`config.mk`:
```
export PLATFORM = sky130hd
export DESIGN_NAME = lrc_codec
export DESIGN_NICKNAME = d
export VERILOG_FILES = /design/src/rtl/lrc_pkg.sv /design/src/rtl/lrc_ctrl.sv /design/src/rtl/lrc_datapath.sv /design/src/rtl/lrc_codec.sv
export SDC_FILE = /design/constraint.sdc
export NUM_CORES = 1
export LEC_CHECK = 0
export ABC_AREA = 0
export CORE_AREA = 5 5 67 69
export CTS_BUF_LIST = sky130_fd_sc_hd__clkbuf_8
export DETAILED_ROUTE_END_ITERATION = 12
export DIE_AREA = 0 0 72 74
export DONT_BUFFER_PORTS = 1
export MAX_ROUTING_LAYER = met4
export PLACE_DENSITY = 0.67
export SLEW_MARGIN = 20
export SYNTH_ARGS = -nofsm -noshare
export SYNTH_HDL_FRONTEND = slang
export SYNTH_SLANG_ARGS = --single-unit
```
`constraint.sdc`:
```
create_clock -name clk -period 1.8 [get_ports clk]
set_input_delay 0.27 -clock clk [delete_from_list [all_inputs] [get_ports clk]]
set_output_delay 0.27 -clock clk [all_outputs]
set_load 0.005 [all_outputs]
```
`src/rtl/lrc_pkg.sv`:
```
package lrc_pkg;
  // Strobes passed from control to datapath each cycle
  typedef struct packed {
    logic accept;     // input character taken this cycle
    logic first;      // accepted character opens a frame
    logic lastIn;     // accepted character closes a frame
    logic emitCheck;  // output the check character this cycle
    logic checkMode;  // receive side is active
  } lrcStrobes_t;
endpackage

```
`src/rtl/lrc_ctrl.sv`:
```
module lrc_ctrl
  import lrc_pkg::*;
(
  input  logic        clk,
  input  logic        rstN,
  input  logic        inValid,
  input  logic        inLast,
  input  logic        modeCheck,
  output lrcStrobes_t strobes
);
  logic inFrameQ;  // a frame has started and not yet ended
  logic slotQ;     // check-character slot after a generate-mode frame
  logic accept;

  assign accept = inValid && !slotQ;

  always_comb begin
    strobes.accept    = accept;
    strobes.first     = accept && !inFrameQ;
    strobes.lastIn    = accept && inLast;
    strobes.emitCheck = slotQ;
    strobes.checkMode = modeCheck;
  end

  always_ff @(posedge clk or negedge rstN) begin
    if (!rstN) begin
      inFrameQ <= 1'b0;
      slotQ    <= 1'b0;
    end else begin
      if (accept) inFrameQ <= !inLast;
      slotQ <= accept && inLast && !modeCheck;
    end
  end
endmodule

```
`src/rtl/lrc_datapath.sv`:
```
module lrc_datapath
  import lrc_pkg::*;
#(
  parameter int DATA_W = 7
) (
  input  logic              clk,
  input  logic              rstN,
  input  lrcStrobes_t       strobes,
  input  logic              oddSense,
  input  logic [DATA_W:0]   inData,
  output logic              outValid,
  output logic [DATA_W:0]   outData,
  output logic              outIsCheck,
  output logic              rowErr,
  output logic              colValid,
  output logic [DATA_W:0]   colSyndrome,
  output logic              frameErr
);
  localparam int CODE_W = DATA_W + 1;

  logic [CODE_W-1:0] accQ;
  logic [CODE_W-1:0] coded;
  logic [CODE_W-1:0] word;
  logic [CODE_W-1:0] accBase;
  logic [CODE_W-1:0] senseMask;
  logic [CODE_W-1:0] synNext;
  logic              rowBad;
  logic              rowHit;
  logic              errBase;

  always_comb begin
    senseMask = {CODE_W{oddSense}};
    coded     = {(^inData[DATA_W-1:0]) ^ oddSense, inData[DATA_W-1:0]};
    word      = strobes.checkMode ? inData : coded;
    accBase   = strobes.first ? '0 : accQ;
    synNext   = accBase ^ inData ^ senseMask;
    rowBad    = (^inData) != oddSense;
    rowHit    = strobes.accept && strobes.checkMode && !strobes.lastIn && rowBad;
    errBase   = strobes.first ? 1'b0 : frameErr;
  end

  // column accumulator over every accepted character
  always_ff @(posedge clk or negedge rstN) begin
    if (!rstN)               accQ <= '0;
    else if (strobes.accept) accQ <= accBase ^ word;
  end

  // generate-side output
  always_ff @(posedge clk or negedge rstN) begin
    if (!rstN) begin
      outValid   <= 1'b0;
      outData    <= '0;
      outIsCheck <= 1'b0;
    end else begin
      outValid   <= (strobes.accept && !strobes.checkMode) || strobes.emitCheck;
      outIsCheck <= strobes.emitCheck;
      if (strobes.emitCheck)
        outData <= accQ ^ senseMask;
      else if (strobes.accept && !strobes.checkMode)
        outData <= coded;
    end
  end

  // check-side results
  always_ff @(posedge clk or negedge rstN) begin
    if (!rstN) begin
      rowErr      <= 1'b0;
      colValid    <= 1'b0;
      colSyndrome <= '0;
      frameErr    <= 1'b0;
    end else begin
      rowErr   <= rowHit;
      colValid <= strobes.accept && strobes.checkMode && strobes.lastIn;
      if (strobes.accept && strobes.checkMode) begin
        if (strobes.lastIn) begin
          colSyndrome <= synNext;
          frameErr    <= errBase | (|synNext);
        end else begin
          frameErr    <= errBase | rowHit;
        end
      end
    end
  end
endmodule

```
`src/rtl/lrc_codec.sv`:
```
module lrc_codec
  import lrc_pkg::*;
#(
  parameter int DATA_W = 7
) (
  input  logic              clk,
  input  logic              rstN,
  input  logic              modeCheck,
  input  logic              oddSense,
  input  logic              inValid,
  input  logic              inLast,
  input  logic [DATA_W:0]   inData,
  output logic              outValid,
  output logic [DATA_W:0]   outData,
  output logic              outIsCheck,
  output logic              rowErr,
  output logic              colValid,
  output logic [DATA_W:0]   colSyndrome,
  output logic              frameErr
);
  lrcStrobes_t strobes;

  lrc_ctrl ctrl_i (
    .clk       (clk),
    .rstN      (rstN),
    .inValid   (inValid),
    .inLast    (inLast),
    .modeCheck (modeCheck),
    .strobes   (strobes)
  );

  lrc_datapath #(.DATA_W(DATA_W)) dp_i (
    .clk         (clk),
    .rstN        (rstN),
    .strobes     (strobes),
    .oddSense    (oddSense),
    .inData      (inData),
    .outValid    (outValid),
    .outData     (outData),
    .outIsCheck  (outIsCheck),
    .rowErr      (rowErr),
    .colValid    (colValid),
    .colSyndrome (colSyndrome),
    .frameErr    (frameErr)
  );
endmodule

```
; ---- Word-level counts from Yosys, hierarchy flattened
; Index checks and enable logic that the tools add are counted.
; W data, S select, Z words.
[word_totals]
ff_bits = 31
input_bits = 14
word_cells = 44
[op_classes]
eq_ne = 1
mux = 6
bitwise_logic = 7
n_reduce_logical = 20
[ops]
columns = cell, count
row1 = $mux W8, 4
row2 = $xor A8 B8 Y8, 4
row3 = $logic_and A1 B1 Y1, 9
row4 = $reduce_or A8 Y1, 1
row5 = $reduce_xor A8 Y1, 1
row6 = $reduce_xor A7 Y1, 1
row7 = $logic_not A1 Y1, 5
row8 = $mux W1, 2
row9 = $or A1 B1 Y1, 2
row10 = $reduce_and A2 Y1, 1
row11 = $reduce_bool A2 Y1, 1
row12 = $logic_or A1 B1 Y1, 1
row13 = $ne A1 B1 Y1, 1
row14 = $xor A1 B1 Y1, 1

; ---- Logic depth before layout (Yosys ltp)
[depth]
ltp_word = 9
depth_mapped = 7
depth_no_buf = 5

; ---- By module
; A second synthesis with hierarchy kept.
[hier_totals]
hier_cells = 233
hier_area_um2 = 2070.7
[modules_own_cells]
columns = mod, instances, cells_per_inst, area_per_inst_um2, seq_area_each_um2
row1 = lrc_datapath, 1, 222, 1959.4, 725.7
row2 = lrc_ctrl, 1, 11, 111.4, 50.0

; ---- Worst setup path after synthesis
; Ideal clock, no wire load.
[synth_timing]
path_kind = reg-to-reg
from = reg ctrl_i.inFrameQ
to = reg dp_i.frameErr
arrival_time_ns = 1.425
required_ns = 1.676
path_slack_ns = 0.251
path_stages_with_launch = 7
n_path_buf = 1
period_less_slack_ns = 1.549
path_cell_list = dfrtp_1 -> buf_4 -> nor3b_1 -> o22ai_1 -> o221ai_1 -> nand4_1 -> a211o_1
[synth_via]
elab_chain_len = 8
word_cells_on_any_way = 10
cone_classes = mux (3) / bitwise (4) / reduce/logical (3)
[synth_rtl]
columns = item, line
row1 = start: declaration, lrc_ctrl.sv:11  ; logic inFrameQ;
row2 = start signal: assignment, lrc_ctrl.sv:30  ; if (accept) inFrameQ <= !inLast;
row3 = $logic_not A1 Y1 (*), lrc_ctrl.sv:19  ; strobes.first = accept && !inFrameQ;
row4 = $logic_and A1 B1 Y1 (*), lrc_ctrl.sv:19
row5 = $mux W8, lrc_datapath.sv:35  ; accBase = strobes.first ? '0 : accQ;
row6 = $xor A8 B8 Y8 (2 in a row), lrc_datapath.sv:36  ; synNext = accBase ^ inData ^ senseMask;
row7 = $reduce_or A8 Y1, lrc_datapath.sv:77  ; frameErr <= errBase | (|synNext);
row8 = $or A1 B1 Y1, lrc_datapath.sv:77
row9 = $mux W1 (*), lrc_datapath.sv:75  ; if (strobes.lastIn) begin
row10 = end signal: assignment, lrc_datapath.sv:77
row11 = end signal: assignment, lrc_datapath.sv:79  ; frameErr <= errBase | rowHit;
row12 = end: declaration, lrc_datapath.sv:17  ; output logic frameErr
; Every way passes the cells marked *; elsewhere a longest branch is shown, timed or not.
; A chain may end at the register's enable or synchronous reset.

; ---- Worst setup path after layout
; Same ends and word-level chain as after synthesis.

==> impl_results.md <==
* Cell Chain, Critical Path: or3b_1 > nand2_1 > o221ai_1 > nand4_1 > a211o_1
* Unrepaired setup endpoints after global routing: no
* Clk_lat worst skew at 280 ps
* Area Overhead vs Synth at 8.97%
* Clock Skews at 5.14 ps
* DP HPWL at 3370 um
* Fin crit share at 91.0%
* WL final at 4670 um
* Reg power frac at 42.5%
* Slowest library cell on the worst path: dfrtp_1
* Clock power share at 31.1%
* Synth Area per Inst at 8.56 um2
* Die area at 5330 um2
* Slowest stage delay, CP at 380 ps
* Syn Nets at 252
* Gate Count Post-Synth at 238
* CTS tree: yes
* Ys Warns at 0
* Vias in the first global route at 1546
* Combinational share of power at 26.4%
* Placed Area at 2070 um2
* Final hold violation count at 0
* Dpl cells at 276
* Setup-failing EPs final at 0
* CTS buffer count at 5
* Row count at 23
* Crit Path Max Fanout at 11
* Core footprint at 3860 um2
* Routed Antenna Nets at 0
* Final global-route overflow total at 0
* Register area share after synthesis at 38.1%
* Die H at 74 um
* Crit-path leading delay family: simple AND/OR/NAND/NOR gates
* Synth Cell Area at 2040 um2
* Worst R2R Setup Slack at 160 ps
* CP Depth at 5
* DR vias/cell at 5.71
* Post-Layout Cell Count at 286
* H-Tree Depth at 2
* P_sw at 713 uW
* RePlAce Congestion at 0.928
* WL per Instance at 16.3 um
* N_diodes at 0
* Final min period at 1640 ps
* Top Ports at 35
* Vias post-DR at 1633
* Max VDD drop at 414 uV
* Largest net degree at the start of global routing at 37
* Post-route cell area at 2220 um2
* Worst setup path category: reg -> reg
* HP Class: in -> reg
* Buf/Inv on CP at 0
* Crit end category: flip-flop
* Die W at 72 um
* Clock root buffer: clkbuf_8
* Maxcap violations at 0
* Pint at 1.59 mW
* Initial antenna violation count at 0
* Leakage power figure at 0.978 nW
* Slew Limit Fails at 0
* Worst slew pin tran at 435 ps
* CP arrival at 1810 ps
* Crit Reg-Reg Endpoint: dp_i.frameErr$_DFFE_PN0P_
* Crit path from: ctrl_i.inFrameQ$_DFFE_PN0N_
* Setup TNS at 0 ps
* Run status: finished clean
* # nets final at 249
* CP Launch Type: flip-flop
* Drt pass-1 iters at 4
* Most frequent cells in the layout: 31 x nand2_1, 31 x dfrtp_1, 20 x a21oi_1
* Initial Util at 52.8%
* Fmax at 611 MHz
* Layout cells sized above 1 at 11.0%
* Reg2Reg Depth at 5
* Synthesized flop and latch total at 31
* DRC viols at 0
* CTS clk-pin slew, worst paths at 70 ps
* Reg2reg start: ctrl_i.inFrameQ$_DFFE_PN0N_
* Clk sinks at 31
* PortBufs at 0
* Initial drt markers at 126
* Switching share of power at 31.0%
* Critical Path Sink: dp_i.frameErr$_DFFE_PN0P_
* Worst path required time at 1970 ps
* First-pass GRT wire length at 8120 um
* Max_slew headroom at 70.9%
* Cell Pwr Density at 1040 nW/um2
* Clk buf depth at 2
* Setup bufs post-CTS at 0
* Total GRT Usage at 20.5%
* Cts repair resizes at 0
* Unique cell type count in the Yosys netlist at 41
## stage by stage
step	hold WS (ps)	utilization, %	worst slack (ps)	total power, mW
finish	101	57.6	162	2.30
global route	88.7	57.6	24.1	2.45
CTS	98.8	57.6	160	2.32
detailed placement	-24.8	53.7	172	1.58
global placement	-24.9	53.7	221	1.57
floorplan	-25.6	-	251	1.46
## sequential cells by signal, indices dropped and copies added, names as in the netlist
name              count
dp_i.frameErr         1
dp_i.accQ             8
dp_i.rowErr           1
dp_i.outIsCheck       1
dp_i.outData          8
ctrl_i.inFrameQ       1
dp_i.outValid         1
ctrl_i.slotQ          1
dp_i.colValid         1
dp_i.colSyndrome      8
## kinds of logic (layout without fill, tap and decap cells)
group / count (synthesis) / after routing / share of synthesized area, %
xor+xnor: 29 / 29 / 14.1
simple gates: 87 / 87 / 21.5
flops: 31 / 31 / 38.1
compound gates: 58 / 58 / 17.2
buf+inv: 27 / 25 / 6.14
mux: 6 / 6 / 2.95
## synthesized netlist by cell type (all sizes together)
cell | instances | area, um2
xnor2 | 20 | 190
nor2 | 14 | 52.6
nand4 | 1 | 6.26
nand3b | 3 | 22.5
o22ai | 4 | 25.0
a21oi | 20 | 100
nand2 | 31 | 116
a311oi | 1 | 8.76
o21ai | 16 | 80.1
mux2i | 6 | 60.1
buf | 13 | 72.6
nor3 | 4 | 20.0
clkbuf | 10 | 37.5
inv | 4 | 15.0
a21boi | 1 | 7.51
or3 | 1 | 6.26
nand4b | 1 | 8.76
a211o | 1 | 8.76
a22oi | 6 | 45.0
nor2b | 9 | 56.3
o2111ai | 1 | 8.76
dfrtp | 31 | 776
nor3b | 1 | 7.51
o21a | 2 | 15.0
and3 | 6 | 38.8
and3b | 4 | 36.3
or3b | 1 | 8.76
o221ai | 5 | 43.8
nand2b | 2 | 12.5
xor2 | 9 | 97.6
nand3 | 9 | 45.0
o31ai | 1 | 7.51
## metal layers
layer  vias to the layer above  track usage, %  routed length, um
met3                        10            5.68                263
met1                       766            25.6               2030
met4                         0            8.14                119
met5                         -               -                  0
met2                        42            31.5               2250
li1                        815               -                  -
## power by group through the flow
| stage | Sequential (mW) | Combinational, mW | Clock [mW] |
|---|---|---|---|
| after floorplan | 0.941 | 0.520 | 0 |
| after global placement | 0.991 | 0.578 | 0 |
| after detailed placement | 0.994 | 0.586 | 0 |
| after CTS | 0.981 | 0.611 | 0.731 |
| after global routing | 0.998 | 0.684 | 0.764 |
| final | 0.977 | 0.606 | 0.716 |
## area by class of cell
type	instances	area, um2
timing repair buffer	13	113
multi-input combinational	180	1140
clock buffer	6	82.6
clock inverter	2	35.0
tap	50	62.6
inverter	4	15.0
sequential	31	776
fill	335	1640
## timing repair
action | in CTS | in global routing
setup endpoints to repair | 0 | 0
hold buffers | 2 | 0
endpoints found under the hold margin | 31 | 0
## worst min-delay path by stage
stage,startpoint,end,slack [ps],depth (start not counted)
2_1_floorplan,rstN,ctrl_i.inFrameQ$_DFFE_PN0N_,-30,0
3_3_place_gp,rstN,dp_i.colSyndrome[5]$_DFFE_PN0P_,-20,0
3_5_place_dp,rstN,dp_i.colSyndrome[2]$_DFFE_PN0P_,-20,0
4_1_cts,inLast,ctrl_i.inFrameQ$_DFFE_PN0N_,100,1
5_1_grt,inLast,ctrl_i.inFrameQ$_DFFE_PN0N_,90,1
6_report,inLast,ctrl_i.inFrameQ$_DFFE_PN0N_,100,1
Power figures use the tool's default switching activity.
